$ cat src/rtl/frac_clk_div_pkg.sv
// Package: shared register addresses and control bit positions for the
// fractional clock divider. Assumes a two-bit word address.
package frac_clk_div_pkg;

    localparam logic [1:0] ADDR_CTRL = 2'd0;
    localparam logic [1:0] ADDR_MAIN = 2'd1;
    localparam logic [1:0] ADDR_PRE  = 2'd2;

    localparam int CTRL_GATE_BIT = 0;
    localparam int CTRL_TRIG_BIT = 1;

endpackage

$ cat src/rtl/frac_clk_div_regs.sv
// Register file: staged (shadow) and committed (active) divider settings,
// gate bit and commit handshake. A commit request is accepted only when the
// same write also opens the gate. The active copy is loaded from the shadow
// copy when the top signals 'apply' (end of a period with a commit pending).
// Assumes INT_W + FRAC_W <= DATA_W and PRE_W >= 1.
module frac_clk_div_regs
    import frac_clk_div_pkg::*;
#(
    parameter int INT_W   = 8,
    parameter int FRAC_W  = 4,
    parameter int PRE_W   = 4,
    parameter int HAS_PRE = 1,
    parameter int DATA_W  = 32
) (
    input  logic                clk,
    input  logic                rst_n,
    input  logic                reg_wr,
    input  logic [1:0]          reg_addr,
    input  logic [DATA_W-1:0]   reg_wdata,
    output logic [DATA_W-1:0]   reg_rdata,
    input  logic                apply,
    output logic                gate_en,
    output logic                busy,
    output logic [INT_W-1:0]    act_int,
    output logic [((FRAC_W > 0) ? FRAC_W : 1)-1:0] act_frac,
    output logic [PRE_W-1:0]    act_pre
);

    localparam int FRAC_PW = (FRAC_W > 0) ? FRAC_W : 1;
    localparam int FIELD_W = INT_W + FRAC_W;

    logic                gate_q;
    logic                busy_q;
    logic [INT_W-1:0]    sh_int_q;
    logic [INT_W-1:0]    act_int_q;
    logic [FIELD_W-1:0]  sh_field;
    logic [PRE_W-1:0]    sh_pre;
    logic                wr_ctrl;
    logic                wr_main;
    logic                wr_pre;
    logic                commit_req;
    logic                unused_wdata;

    assign wr_ctrl    = reg_wr && (reg_addr == ADDR_CTRL);
    assign wr_main    = reg_wr && (reg_addr == ADDR_MAIN);
    assign wr_pre     = reg_wr && (reg_addr == ADDR_PRE);
    assign commit_req = wr_ctrl && reg_wdata[CTRL_TRIG_BIT] && reg_wdata[CTRL_GATE_BIT];
    assign unused_wdata = ^reg_wdata;

    // Gate bit and pending-commit flag; a new request wins over a clear.
    always_ff @(posedge clk) begin
        if (!rst_n) begin
            gate_q <= 1'b0;
            busy_q <= 1'b0;
        end else begin
            if (wr_ctrl) begin
                gate_q <= reg_wdata[CTRL_GATE_BIT];
            end
            if (commit_req) begin
                busy_q <= 1'b1;
            end else if (apply) begin
                busy_q <= 1'b0;
            end
        end
    end

    // Integer part: staged on write, committed on apply.
    always_ff @(posedge clk) begin
        if (!rst_n) begin
            sh_int_q  <= '0;
            act_int_q <= '0;
        end else begin
            if (wr_main) begin
                sh_int_q <= reg_wdata[FRAC_W +: INT_W];
            end
            if (apply) begin
                act_int_q <= sh_int_q;
            end
        end
    end

    generate
        if (FRAC_W > 0) begin : g_frac
            logic [FRAC_W-1:0] sh_frac_q;
            logic [FRAC_W-1:0] act_frac_q;
            // Fraction part: staged on write, committed on apply.
            always_ff @(posedge clk) begin
                if (!rst_n) begin
                    sh_frac_q  <= '0;
                    act_frac_q <= '0;
                end else begin
                    if (wr_main) begin
                        sh_frac_q <= reg_wdata[FRAC_W-1:0];
                    end
                    if (apply) begin
                        act_frac_q <= sh_frac_q;
                    end
                end
            end
            assign act_frac = act_frac_q;
            assign sh_field = {sh_int_q, sh_frac_q};
        end else begin : g_int_only
            assign act_frac = '0;
            assign sh_field = sh_int_q;
        end

        if (HAS_PRE != 0) begin : g_pre
            logic [PRE_W-1:0] sh_pre_q;
            logic [PRE_W-1:0] act_pre_q;
            // Pre-divider ratio: staged on write, committed on apply.
            always_ff @(posedge clk) begin
                if (!rst_n) begin
                    sh_pre_q  <= '0;
                    act_pre_q <= '0;
                end else begin
                    if (wr_pre) begin
                        sh_pre_q <= reg_wdata[PRE_W-1:0];
                    end
                    if (apply) begin
                        act_pre_q <= sh_pre_q;
                    end
                end
            end
            assign act_pre = act_pre_q;
            assign sh_pre  = sh_pre_q;
        end else begin : g_no_pre
            assign act_pre = '0;
            assign sh_pre  = '0;
        end
    endgenerate

    // Readback mux: control flags, staged main field, staged pre-divider.
    always_comb begin
        reg_rdata = '0;
        case (reg_addr)
            ADDR_CTRL: begin
                reg_rdata[CTRL_GATE_BIT] = gate_q;
                reg_rdata[CTRL_TRIG_BIT] = busy_q;
            end
            ADDR_MAIN: reg_rdata[FIELD_W-1:0] = sh_field;
            ADDR_PRE:  reg_rdata[PRE_W-1:0]   = sh_pre;
            default:   reg_rdata = '0;
        endcase
    end

    assign gate_en = gate_q;
    assign busy    = busy_q;
    assign act_int = act_int_q;

endmodule

$ cat src/rtl/frac_clk_div_prediv.sv
// Pre-divider stage: counts source cycles and marks the last cycle of each
// group of (pre_val+1). With HAS_PRE = 0 it passes every cycle through.
// Assumes pre_val changes only in a cycle where pre_last is high.
module frac_clk_div_prediv #(
    parameter int PRE_W   = 4,
    parameter int HAS_PRE = 1
) (
    input  logic             clk,
    input  logic             rst_n,
    input  logic             run,
    input  logic [PRE_W-1:0] pre_val,
    output logic             pre_last,
    output logic             pre_hi,
    output logic             pre_one
);

    generate
        if (HAS_PRE != 0) begin : g_count
            logic [PRE_W-1:0] cnt_q;
            logic [PRE_W:0]   half_up;

            assign half_up  = ({1'b0, pre_val} + (PRE_W+1)'(2)) >> 1;
            assign pre_last = (cnt_q == pre_val);
            assign pre_hi   = ({1'b0, cnt_q} < half_up);
            assign pre_one  = (pre_val == '0);

            // Group counter; held at zero while the gate is closed.
            always_ff @(posedge clk) begin
                if (!rst_n || !run) begin
                    cnt_q <= '0;
                end else if (pre_last) begin
                    cnt_q <= '0;
                end else begin
                    cnt_q <= cnt_q + 1'b1;
                end
            end
        end else begin : g_pass
            logic unused_pre;
            assign unused_pre = ^{clk, rst_n, run, pre_val};
            assign pre_last   = 1'b1;
            assign pre_hi     = 1'b1;
            assign pre_one    = 1'b1;
        end
    endgenerate

endmodule

$ cat src/rtl/frac_clk_div_core.sv
// Main divider stage: counts pre-divider steps up to (act_int+1+carry),
// where carry is the overflow of a phase accumulator that adds act_frac once
// per period. The accumulator restarts at zero on a commit and while the
// gate is closed. Assumes act_int/act_frac change only at a period end.
module frac_clk_div_core #(
    parameter int INT_W  = 8,
    parameter int FRAC_W = 4
) (
    input  logic             clk,
    input  logic             rst_n,
    input  logic             run,
    input  logic             step,
    input  logic             apply,
    input  logic [INT_W-1:0] act_int,
    input  logic [((FRAC_W > 0) ? FRAC_W : 1)-1:0] act_frac,
    output logic             main_last,
    output logic             main_hi,
    output logic             main_one
);

    localparam int LEN_W = INT_W + 1;

    logic [LEN_W-1:0] cnt_q;
    logic [LEN_W-1:0] last_idx;
    logic [LEN_W-1:0] len;
    logic [LEN_W-1:0] half_up;
    logic             carry;
    logic             period_end;

    assign period_end = run && step && main_last;

    generate
        if (FRAC_W > 0) begin : g_acc
            logic [FRAC_W-1:0] acc_q;
            logic [FRAC_W:0]   sum;

            assign sum   = {1'b0, acc_q} + {1'b0, act_frac};
            assign carry = sum[FRAC_W];

            // Phase accumulator; advances once per completed period.
            always_ff @(posedge clk) begin
                if (!rst_n || !run) begin
                    acc_q <= '0;
                end else if (period_end) begin
                    acc_q <= apply ? '0 : sum[FRAC_W-1:0];
                end
            end
        end else begin : g_no_acc
            logic unused_frac;
            assign unused_frac = ^{act_frac, apply};
            assign carry = 1'b0;
        end
    endgenerate

    assign last_idx  = {1'b0, act_int} + LEN_W'(carry);
    assign len       = last_idx + LEN_W'(1);
    assign half_up   = (len + LEN_W'(1)) >> 1;
    assign main_last = (cnt_q == last_idx);
    assign main_hi   = (cnt_q < half_up);
    assign main_one  = (last_idx == '0);

    // Step counter within the output period.
    always_ff @(posedge clk) begin
        if (!rst_n || !run) begin
            cnt_q <= '0;
        end else if (step) begin
            if (main_last) begin
                cnt_q <= '0;
            end else begin
                cnt_q <= cnt_q + 1'b1;
            end
        end
    end

endmodule

$ cat src/rtl/frac_clk_div.sv
// Top: fractional clock divider with staged settings and a self-clearing
// commit flag. Chains the pre-divider and main stage, forms the period
// strobe and the divided clock. With a total ratio of one the source clock
// is passed straight through (gated). Assumes one source clock domain.
module frac_clk_div #(
    parameter int INT_W   = 8,
    parameter int FRAC_W  = 4,
    parameter int PRE_W   = 4,
    parameter int HAS_PRE = 1,
    parameter int DATA_W  = 32
) (
    input  logic              clk,
    input  logic              rst_n,
    input  logic              reg_wr,
    input  logic [1:0]        reg_addr,
    input  logic [DATA_W-1:0] reg_wdata,
    output logic [DATA_W-1:0] reg_rdata,
    output logic              clk_out,
    output logic              period_tick
);

    localparam int FRAC_PW = (FRAC_W > 0) ? FRAC_W : 1;

    logic               gate_en;
    logic               busy;
    logic               apply;
    logic [INT_W-1:0]   act_int;
    logic [FRAC_PW-1:0] act_frac;
    logic [PRE_W-1:0]   act_pre;
    logic               pre_last;
    logic               pre_hi;
    logic               pre_one;
    logic               main_last;
    logic               main_hi;
    logic               main_one;

    frac_clk_div_regs #(
        .INT_W(INT_W), .FRAC_W(FRAC_W), .PRE_W(PRE_W),
        .HAS_PRE(HAS_PRE), .DATA_W(DATA_W)
    ) u_regs (
        .clk(clk), .rst_n(rst_n),
        .reg_wr(reg_wr), .reg_addr(reg_addr),
        .reg_wdata(reg_wdata), .reg_rdata(reg_rdata),
        .apply(apply), .gate_en(gate_en), .busy(busy),
        .act_int(act_int), .act_frac(act_frac), .act_pre(act_pre)
    );

    frac_clk_div_prediv #(
        .PRE_W(PRE_W), .HAS_PRE(HAS_PRE)
    ) u_pre (
        .clk(clk), .rst_n(rst_n), .run(gate_en),
        .pre_val(act_pre),
        .pre_last(pre_last), .pre_hi(pre_hi), .pre_one(pre_one)
    );

    frac_clk_div_core #(
        .INT_W(INT_W), .FRAC_W(FRAC_W)
    ) u_core (
        .clk(clk), .rst_n(rst_n), .run(gate_en),
        .step(pre_last), .apply(apply),
        .act_int(act_int), .act_frac(act_frac),
        .main_last(main_last), .main_hi(main_hi), .main_one(main_one)
    );

    assign period_tick = gate_en && pre_last && main_last;
    assign apply       = busy && period_tick;

    // Output clock select: pass-through, pre-stage phase or main-stage phase.
    always_comb begin
        if (!gate_en) begin
            clk_out = 1'b0;
        end else if (main_one && pre_one) begin
            clk_out = clk;
        end else if (main_one) begin
            clk_out = pre_hi;
        end else begin
            clk_out = main_hi;
        end
    end

endmodule

$ cat config.mk
export PLATFORM = sky130hd
export DESIGN_NAME = frac_clk_div
export DESIGN_NICKNAME = d
export VERILOG_FILES = /design/src/rtl/frac_clk_div_pkg.sv /design/src/rtl/frac_clk_div_regs.sv /design/src/rtl/frac_clk_div_prediv.sv /design/src/rtl/frac_clk_div_core.sv /design/src/rtl/frac_clk_div.sv
export SDC_FILE = /design/constraint.sdc
export NUM_CORES = 1
export LEC_CHECK = 0
export BUFFER_PORTS_ARGS = -buffer_cell sky130_fd_sc_hd__buf_2
export CAP_MARGIN = 20
export CORE_ASPECT_RATIO = 1.5
export CORE_MARGIN = 2
export CORE_UTILIZATION = 50
export CTS_CLUSTER_DIAMETER = 120
export DETAILED_ROUTE_END_ITERATION = 10
export PLACE_DENSITY_LB_ADDON = 0.2
export SLEW_MARGIN = 20
export SYNTH_ARGS = -nofsm -noshare
export SYNTH_HDL_FRONTEND = slang
export SYNTH_SLANG_ARGS = --single-unit
export TNS_END_PERCENT = 30
$ cat constraint.sdc
create_clock -name clk -period 6.7 [get_ports clk]
set_clock_uncertainty 0.15 [all_clocks]
set_input_delay 1.34 -clock clk [delete_from_list [all_inputs] [get_ports clk]]
set_output_delay 1.34 -clock clk [all_outputs]
set_load 0.05 [all_outputs]
==> results of run 1 <==
-- flip-flops by register name (all words and copies together) (netlist names) --
name / count
u_regs.act_int: 8
u_core.cnt_q: 9
u_regs.g_pre.sh_pre_q: 4
u_regs.busy: 1
u_regs.g_frac.sh_frac_q: 4
u_regs.gate_en: 1
u_pre.g_count.cnt_q: 4
u_regs.act_pre: 4
u_core.g_acc.acc_q: 4
u_regs.act_frac: 4
u_regs.sh_int_q: 8
-- per-stage QoR --
step                      instances  setup WS, ns  area, um^2  hold WS (ns)
after global placement          479          1.10        3370         0.302
after CTS                       489         0.469        3510         0.322
after global routing            489         0.178        3510         0.347
after floorplan                 413         0.594        3370         0.292
after detailed placement        479          1.02        3370         0.308
final                           489         0.541        3510         0.316
-- cell usage after synthesis (all sizes together), types with 13 or more instances --
cell type  count
buf           24
xor2          20
mux2i         20
a21boi        17
ha            24
clkbuf        17
and2          13
dfxtp         51
nand3         19
nor2          16
xnor2         15
nand2         82
-- power by group through the flow --
stage | Clock [mW] | Sequential, mW | Combinational, mW
2_1_floorplan | 0.00423 | 0.315 | 0.0558
3_3_place_gp | 0.00457 | 0.316 | 0.0558
3_5_place_dp | 0.00457 | 0.316 | 0.0564
4_1_cts | 0.265 | 0.309 | 0.0565
5_1_grt | 0.283 | 0.310 | 0.0613
6_report | 0.260 | 0.309 | 0.0566
-- cell families (layout without fill, tap and decap cells) --
group           count (synthesis)  after routing  synth area share (%)
other cells                     1             20                 0.114
flops                          51             51                  31.0
compound gates                 52             52                  11.8
simple gates                  160            160                  23.2
xor+xnor                       35             35                  9.31
fa+ha+maj                      26             26                  10.0
mux                            20             20                  6.08
buf+inv                        49             49                  8.47
-- routing by layer --
layer	track usage, %	up-vias
met3	5.33	12
met1	21.6	1151
met4	10.8	0
met2	33.2	52
met5	0	-
li1	-	1333
-- final cells by class --
| class | count | area [um^2] |
|---|---|---|
| fillers | 617 | 2930 |
| multi-input cells | 313 | 2070 |
| clock inverters | 1 | 30.0 |
| well taps | 76 | 95.1 |
| inverters | 8 | 30.0 |
| repair buffers | 30 | 153 |
| flip-flops and latches | 51 | 1020 |
| clock buffers | 10 | 119 |
-- worst max-delay path: cells and delay by family (launching register included) --
kind / cells / cell delay, ns
AOI/OAI and AO/OA: 8 / 1.47
adders and majority gates: 6 / 1.65
DFF: 1 / 0.32
buffers and inverters: 1 / 0.31
xor gates and xnor gates: 2 / 0.42
and+or+nand+nor: 1 / 0.09
-- how the worst min path moves through the flow --
stage                                      from                     to  cells past startpoint
final                        u_regs.act_frac[3]     u_regs.act_frac[3]                      2
after detailed placement     u_regs.act_frac[3]     u_regs.act_frac[3]                      2
after global routing      u_core.g_acc.acc_q[0]  u_core.g_acc.acc_q[0]                      2
after global placement    u_core.g_acc.acc_q[0]  u_core.g_acc.acc_q[0]                      2
after floorplan           u_core.g_acc.acc_q[0]  u_core.g_acc.acc_q[0]                      2
after CTS                    u_regs.act_frac[3]     u_regs.act_frac[3]                      2
==> impl_metrics.tcl, run 1 <==
set metrics [dict create \
    status "completed" \
    syn_inst 394 \
    wl_met2_mm 3.28 \
    viasPerCell 5.21 \
    r2r_slack_ns 2.90 \
    final_util_pct 54.5 \
    synth_top_area_share_pct 31.0 \
    ys_seq_elements 51 \
    clkPwrFrac_pct 41.6 \
    die_area_mm2 0.00727 \
    critPathRequiredTime_ns 5.21 \
    critPathMaxStageDelay_ns 0.40 \
    die_h_um 103 \
    p_leak_nw 1.60 \
    cts_tree "built" \
    yosysWarnings 0 \
    post-route-min-period_ns 6.16 \
    place_hpwl_mm 4.90 \
    place_congestion 0.841 \
    hold_violations 0 \
    p_switching_uw 160 \
    path_class "reg -> out" \
    drc_errors 0 \
    synth_seq_area_share_pct 31.0 \
    port-buffer-count 30 \
    drv_slew 0 \
    post_cts_buffers 0 \
    crit_path_end "clk_out" \
    crit_arrival_ns 4.67 \
    met3_length_um 227 \
    drt_iter0_drc 88 \
    powerDensity_mw_per_mm2 178 \
    io_pins 71 \
    synth_area_per_cell_um2 8.36 \
    die_w_um 70.3 \
    worst-slew-pin-transition_ns 0.842 \
    finalPower_uw 626 \
    fin_nets 475 \
    ant_nets 0 \
    antennaDiodeCount 0 \
    maxCapViolations 0 \
    synth_enable_flop_cells 0 \
    fin_crit_sh_pct 91.9 \
    r2r-start "u_regs.act_frac[0]" \
    rr_worst_depth 12 \
    core_region_area_mm2 0.00644 \
    grt_pass1_vias 2386 \
    cp-start-kind "register" \
    final_common_cell "nand2_1" \
    synth_cell_types 46 \
    fmax_mhz 162 \
    yosys-top-cells-area "dfxtp_1, nand2_1, ha_1" \
    swShare_pct 25.5 \
    rows 36 \
    slowest_stage "fa_1" \
    maxUsedRoutingLayer "met4" \
    syn_to_final_growth_pct 6.65 \
    grt_pass1_wl_mm 11.0 \
    fin_setup_tns_ns 0 \
    path_max_fanout 9 \
    setup.worst_path.end_class "output port" \
    drive_above_1_share_pct 11.6 \
    comb_power_share_pct 9.0 \
    async_reset_ff_share_pct 0 \
    rsz0062_at_grt "false" \
    hold_path_class "reg -> reg" \
    clk_pin_slew_worst_paths_ns 0.09 \
    start_util_pct 51.1 \
    final_cell_mix "nand2_1, dfxtp_1, buf_2" \
    netlist_area_mm2 0.00329 \
    worst_slew_margin_rel_pct 43.9 \
    grtUsageTotal_pct 19.3 \
    internal-power_uw 466 \
    routedWlPerCell_um 13.4 \
    peakVddDrop_uv 168 \
    p_seq_share_pct 49.4 \
    vias 2548 \
    ys.flop_type "dfxtp_1" \
    cp-startpoint "u_regs.act_frac[0]" \
    cts.hold.buffers_added 0 \
    setup_viol 0 \
    grt-ovfl-total 0 \
    wl_met1_mm 2.86 \
    finalWirelength_mm 6.55 \
    antenna_found_initial 0 \
    firstDrtPassIters 4 \
    yosysTopAreaCell "dfxtp_1" \
    crit_chain "ha_1 > fa_1 > a21o_1 > a21o_1 > ha_1 > ha_1 > xor2_1 > ha_1 > a31o_2 > nand3_1 > xor2_1 > ha_1 > o21ai_0 > o21ai_0 > a31oi_1 > a21oi_1 > a311oi_1 > buf_2" \
    rr_endpoint "u_regs.act_int[0]" \
    insertion_delay_ns 0.42 \
    grt_max_degree 54 \
    cts_resized 0 \
    cpMostUsedCell "ha_1" \
]
Note: power is estimated with default switching activity, not from simulation.
==> inputs of run 2 (changes only) <==
--- a/config.mk
+++ b/config.mk
@@ -12,6 +12,7 @@
 export CORE_UTILIZATION = 50
 export CTS_CLUSTER_DIAMETER = 120
 export DETAILED_ROUTE_END_ITERATION = 10
+export MAX_ROUTING_LAYER = met4
 export PLACE_DENSITY_LB_ADDON = 0.2
 export SLEW_MARGIN = 20
 export SYNTH_ARGS = -nofsm -noshare
==> run 2 against run 1 <==
Utilization did not move. Via count rose by 0.35%. Maximum frequency fell by 0.88%. Register-to-register slack barely moved. Cell area did not move. Hold slack barely moved. Clock power barely moved. Sequential cell count did not move. Combinational power barely moved. First-iteration DRC count rose by 13%. Highest routed layer unchanged.
==> impl_metrics.tcl, run 2 (synthesis gave the netlist of run 1 again) <==
set metrics [dict create \
    path_class "reg -> out" \
    post_cts_buffers 0 \
    final_common_cell "nand2_1" \
    hold_path_class "reg -> reg" \
    setup_viol 0 \
    worst-slew-pin-transition_ns 0.834 \
    finalWirelength_mm 6.52 \
    rows 36 \
    ff_latch_area_mm2 0.00102 \
    multi_input_area_mm2 0.00207 \
    hold_violations 0 \
    final_cell_mix "nand2_1, dfxtp_1, buf_2" \
    fin_setup_tns_ns 0 \
    final_util_pct 54.5 \
    regMostFlops "u_core.cnt_q" \
    status "completed" \
    powerDensity_mw_per_mm2 178 \
    met1_usage_pct 21.6 \
    fin_nets 475 \
    crit_chain "ha_1 > fa_1 > a21o_1 > a21o_1 > ha_1 > ha_1 > xor2_1 > ha_1 > a31o_2 > nand3_1 > xor2_1 > ha_1 > o21ai_0 > o21ai_0 > a31oi_1 > a21oi_1 > a311oi_1 > buf_2" \
    drt_iter0_drc 99 \
    vias 2557 \
    grt_pass1_vias 2392 \
    grtUsageTotal_pct 19.8 \
    worst_slew_margin_rel_pct 44.4 \
    setup_ws_ns 0.486 \
    ant_nets 0 \
    io_pins 71 \
    rr_worst_depth 12 \
    cp-start-kind "register" \
    rr_endpoint "u_regs.act_int[0]" \
    die_area_mm2 0.00727 \
    insertion_delay_ns 0.41 \
    antennaDiodeCount 0 \
    crit_buf_inv 1 \
    routedWlPerCell_um 13.3 \
    place_congestion 0.855 \
    peakVddDrop_uv 169 \
    r2r_slack_ns 2.91 \
    grt_busiest_layer "met2" \
    start_util_pct 51.1 \
    drc_errors 0 \
    grt-ovfl-total 0 \
    grtUsageMet3_pct 5.04 \
    finalPower_uw 626 \
    drv_slew 0 \
    fin_crit_sh_pct 92.7 \
    critPathTopFamily "adder cells" \
    clk_pin_slew_worst_paths_ns 0.09 \
    crit_arrival_ns 4.72 \
    post-route-min-period_ns 6.21 \
    critPathMaxStageDelay_ns 0.40 \
    cp-startpoint "u_regs.act_frac[0]" \
    largest_register_ffs 9 \
    r2r-start "u_regs.act_frac[0]" \
    grt_max_degree 54 \
    rsz0062_at_grt "false" \
    slowest_stage "fa_1" \
    firstDrtPassIters 5 \
    cts.hold.buffers_added 0 \
    post-place-ws_ns 1.02 \
    place_hpwl_mm 4.90 \
    core_region_area_mm2 0.00644 \
    syn_to_final_growth_pct 6.65 \
    viasPerCell 5.23 \
    use_met2_pct 33.2 \
    grt_pass1_wl_mm 10.9 \
    die_w_um 70.3 \
    path_max_fanout 9 \
    die_h_um 103 \
    setup.worst_path.end_class "output port" \
    hold_slack_ns 0.316 \
    crit_path_end "clk_out" \
    antenna_found_initial 0 \
    maxCapViolations 0 \
    p_leak_nw 1.60 \
    drive_above_1_share_pct 11.6 \
    cts_resized 0 \
    cts_tree "built" \
    cpMostUsedCell "ha_1" \
    cp.depth 18 \
    fmax_mhz 161 \
    port-buffer-count 30 \
    fillCellCount 617 \
    critPathRequiredTime_ns 5.21 \
]
==> run 2: cell counts in the layout (fill, tap and decap cells not counted) <==
Identical to the previous run, type by type.
==> run 2: cell type report <==
| type | count | share of cell area [%] |
|---|---|---|
| Tap cell | 76 | 2.71 |
| Sequential cell | 51 | 29.1 |
| Clock inverter | 1 | 0.855 |
| Timing Repair Buffer | 30 | 4.34 |
| Clock buffer | 10 | 3.38 |
| Inverter | 8 | 0.855 |
| Multi-Input combinational cell | 313 | 58.8 |
==> run 2: report_power, final <==
| part | switching (mW) | internal (mW) | total (mW) | leakage [nW] |
|---|---|---|---|---|
| clock network | 0.111 | 0.149 | 0.260 | 0.0838 |
| logic | 0.0454 | 0.0110 | 0.0565 | 1.11 |
| registers | 0.00303 | 0.306 | 0.309 | 0.412 |
==> run 2: worst min-delay path by stage <==
stage                                     start               endpoint  slack, ns  cells after the start
after floorplan           u_core.g_acc.acc_q[0]  u_core.g_acc.acc_q[0]       0.29                      2
after CTS                    u_regs.act_frac[3]     u_regs.act_frac[3]       0.32                      2
final                        u_regs.act_frac[3]     u_regs.act_frac[3]       0.32                      2
after detailed placement     u_regs.act_frac[3]     u_regs.act_frac[3]       0.31                      2
after global routing      u_core.g_acc.acc_q[0]  u_core.g_acc.acc_q[0]       0.35                      2
after global placement    u_core.g_acc.acc_q[0]  u_core.g_acc.acc_q[0]       0.30                      2
==> run 2: worst min-delay path: stages (launching register included) <==
cell and delay [ns]:
dfxtp_1 0.32, nand2_1 0.05, mux2i_1 0.05
==> run 2: per-layer routing <==
metal	vias to the layer above	routed length, um
li1	1334	-
met1	1155	2820
met2	55	3270
met3	13	243
met4	0	184
met5	-	0
==> run 2: per-stage QoR <==
step           std cells  instance area [um^2]
2_1_floorplan        413                  3370
3_3_place_gp         479                  3370
6_report             489                  3510
5_1_grt              489                  3510
3_5_place_dp         479                  3370
4_1_cts              489                  3510
==> inputs of run 3 (changes only) <==
--- a/config.mk
+++ b/config.mk
@@ -7,7 +7,6 @@
 export LEC_CHECK = 0
 export BUFFER_PORTS_ARGS = -buffer_cell sky130_fd_sc_hd__buf_2
 export CAP_MARGIN = 20
-export CORE_ASPECT_RATIO = 1.5
 export CORE_MARGIN = 2
 export CORE_UTILIZATION = 50
 export CTS_CLUSTER_DIAMETER = 120
==> constraint.sdc (replaced) <==
create_clock -name clk -period 6.7 [get_ports clk]
set_clock_uncertainty 0.15 [all_clocks]
set_input_delay 2.01 -clock clk [delete_from_list [all_inputs] [get_ports clk]]
set_output_delay 2.01 -clock clk [all_outputs]
set_load 0.05 [all_outputs]
==> run 3 against run 2 <==
Global-route usage down 0.22 points. Hold slack better by 0.0095 ns. Routed wire length down 0.48%. First-iteration DRC count up 24%. Critical endpoint unchanged. Die area down 0.19%. Highest routed layer unchanged. Sequential power about the same.
==> impl_metrics.tcl, run 3 (synthesis gave the netlist of run 1 again) <==
set metrics [dict create \
    rows 29 \
    final_common_cell "nand2_1" \
    place_congestion 0.844 \
    setup.worst_path.end_class "output port" \
    worst_slew_margin_rel_pct 45.9 \
    hp-start "u_regs.act_frac[3]" \
    antenna_found_initial 0 \
    drc_errors 0 \
    final_util_pct 56.1 \
    critPathRequiredTime_ns 4.54 \
    p_switching_uw 167 \
    vias 2556 \
    drv_slew 0 \
    cts_tree "built" \
    die_w_um 85.2 \
    internal-power_uw 471 \
    hold_path_class "reg -> reg" \
    core_region_area_mm2 0.00635 \
    r2r-start "u_regs.act_frac[0]" \
    hold_violations 0 \
    finalPower_uw 637 \
    grt_max_degree 54 \
    min_path_cells 2 \
    post-place-ws_ns 0.426 \
    rr_worst_depth 11 \
    r2r_slack_ns 3.05 \
    rsz0062_at_grt "false" \
    hold_slack_ns 0.326 \
    clk_pin_slew_worst_paths_ns 0.10 \
    grt-ovfl-total 0 \
    comb_power_share_pct 8.9 \
    p_leak_nw 1.60 \
    drive_above_1_share_pct 13.0 \
    cp-start-kind "register" \
    crit_arrival_ns 4.21 \
    firstDrtPassIters 5 \
    worst-slew-pin-transition_ns 0.811 \
    die_h_um 85.2 \
    port-buffer-count 30 \
    finalWirelength_mm 6.49 \
    ant_nets 0 \
    clkPwrFrac_pct 42.6 \
    antennaDiodeCount 0 \
    peakVddDrop_uv 104 \
    largest_register_ffs 9 \
    place_hpwl_mm 4.77 \
    fmax_mhz 157 \
    maxCapViolations 0 \
    final_cell_mix "nand2_1, dfxtp_1, buf_2" \
    viasPerCell 5.21 \
    drt_iter0_drc 123 \
    syn_to_final_growth_pct 8.09 \
    regMostFlops "u_core.cnt_q" \
    path_max_fanout 9 \
    cp-startpoint "u_regs.act_frac[0]" \
    grtUsageTotal_pct 19.6 \
    holdPathEnd "u_regs.act_frac[3]" \
    start_util_pct 51.9 \
    setup_ws_ns 0.327 \
    die_area_mm2 0.00725 \
    io_pins 71 \
    p_seq_share_pct 48.6 \
    setup_viol 0 \
    routedWlPerCell_um 13.2 \
    fin_crit_sh_pct 95.1 \
    fin_setup_tns_ns 0 \
    fin_nets 475 \
    path_class "reg -> out" \
    rr_endpoint "u_regs.act_int[6]" \
    insertion_delay_ns 0.41 \
    post-route-min-period_ns 6.37 \
    grt_pass1_vias 2431 \
    grt_pass1_wl_mm 11.2 \
    swShare_pct 26.2 \
    powerDensity_mw_per_mm2 179 \
    status "completed" \
]
run 3: layout make-up:
class / instances / area, um^2
multi-input combinational: 313 / 2100
timing repair buffer: 30 / 153
inverter: 8 / 30.0
fill: 592 / 2790
tap: 77 / 96.3
clock buffer: 10 / 125
sequential: 51 / 1020
clock inverter: 2 / 38.8
run 3: worst max path at each step:
stage	end	cells after the start
floorplan	clk_out	18
global placement	clk_out	18
detailed placement	clk_out	18
CTS	clk_out	18
global route	clk_out	18
finish	clk_out	18
run 3: per-stage QoR:
step	cells	area [um^2]
3_3_place_gp	480	3380
6_report	491	3560
2_1_floorplan	413	3370
4_1_cts	491	3550
5_1_grt	491	3560
3_5_place_dp	480	3380
run 3: power groups by stage:
stage	Combinational, mW	Clock [mW]	Sequential (mW)
after detailed placement	0.0564	0.00581	0.317
after global placement	0.0559	0.00581	0.316
final	0.0566	0.271	0.310
after global routing	0.0611	0.289	0.310
after CTS	0.0565	0.279	0.309
after floorplan	0.0558	0.00547	0.315
run 3: repair_timing:
action,4_1_cts,5_1_grt
resized for setup,4,4
endpoints found under the setup margin,1,1
hold buffers,0,0
pin swaps,0,1
setup buffers,0,0
run 3: metal layers:
metal	track usage [%]	up-vias	share of wire, %
met5	-	-	0
met4	5.34	0	0.86
met3	4.67	5	4.4
met2	27.9	68	43
met1	27.7	1146	52
li1	-	1337	-
run 3: critical path, cell delays in order (launching register included):
cell and delay [ns]:
dfxtp_1 0.33, ha_1 0.22, fa_1 0.41, a21o_1 0.18, a21o_1 0.18, ha_2 0.20
ha_4 0.20, xor2_2 0.16, ha_2 0.21, a31o_2 0.17, nand3_1 0.09, xor2_1 0.17
ha_1 0.27, o21ai_1 0.14, nand2_1 0.09, a31oi_1 0.17, a21oi_1 0.12, a311oi_2 0.27
buf_6 0.20
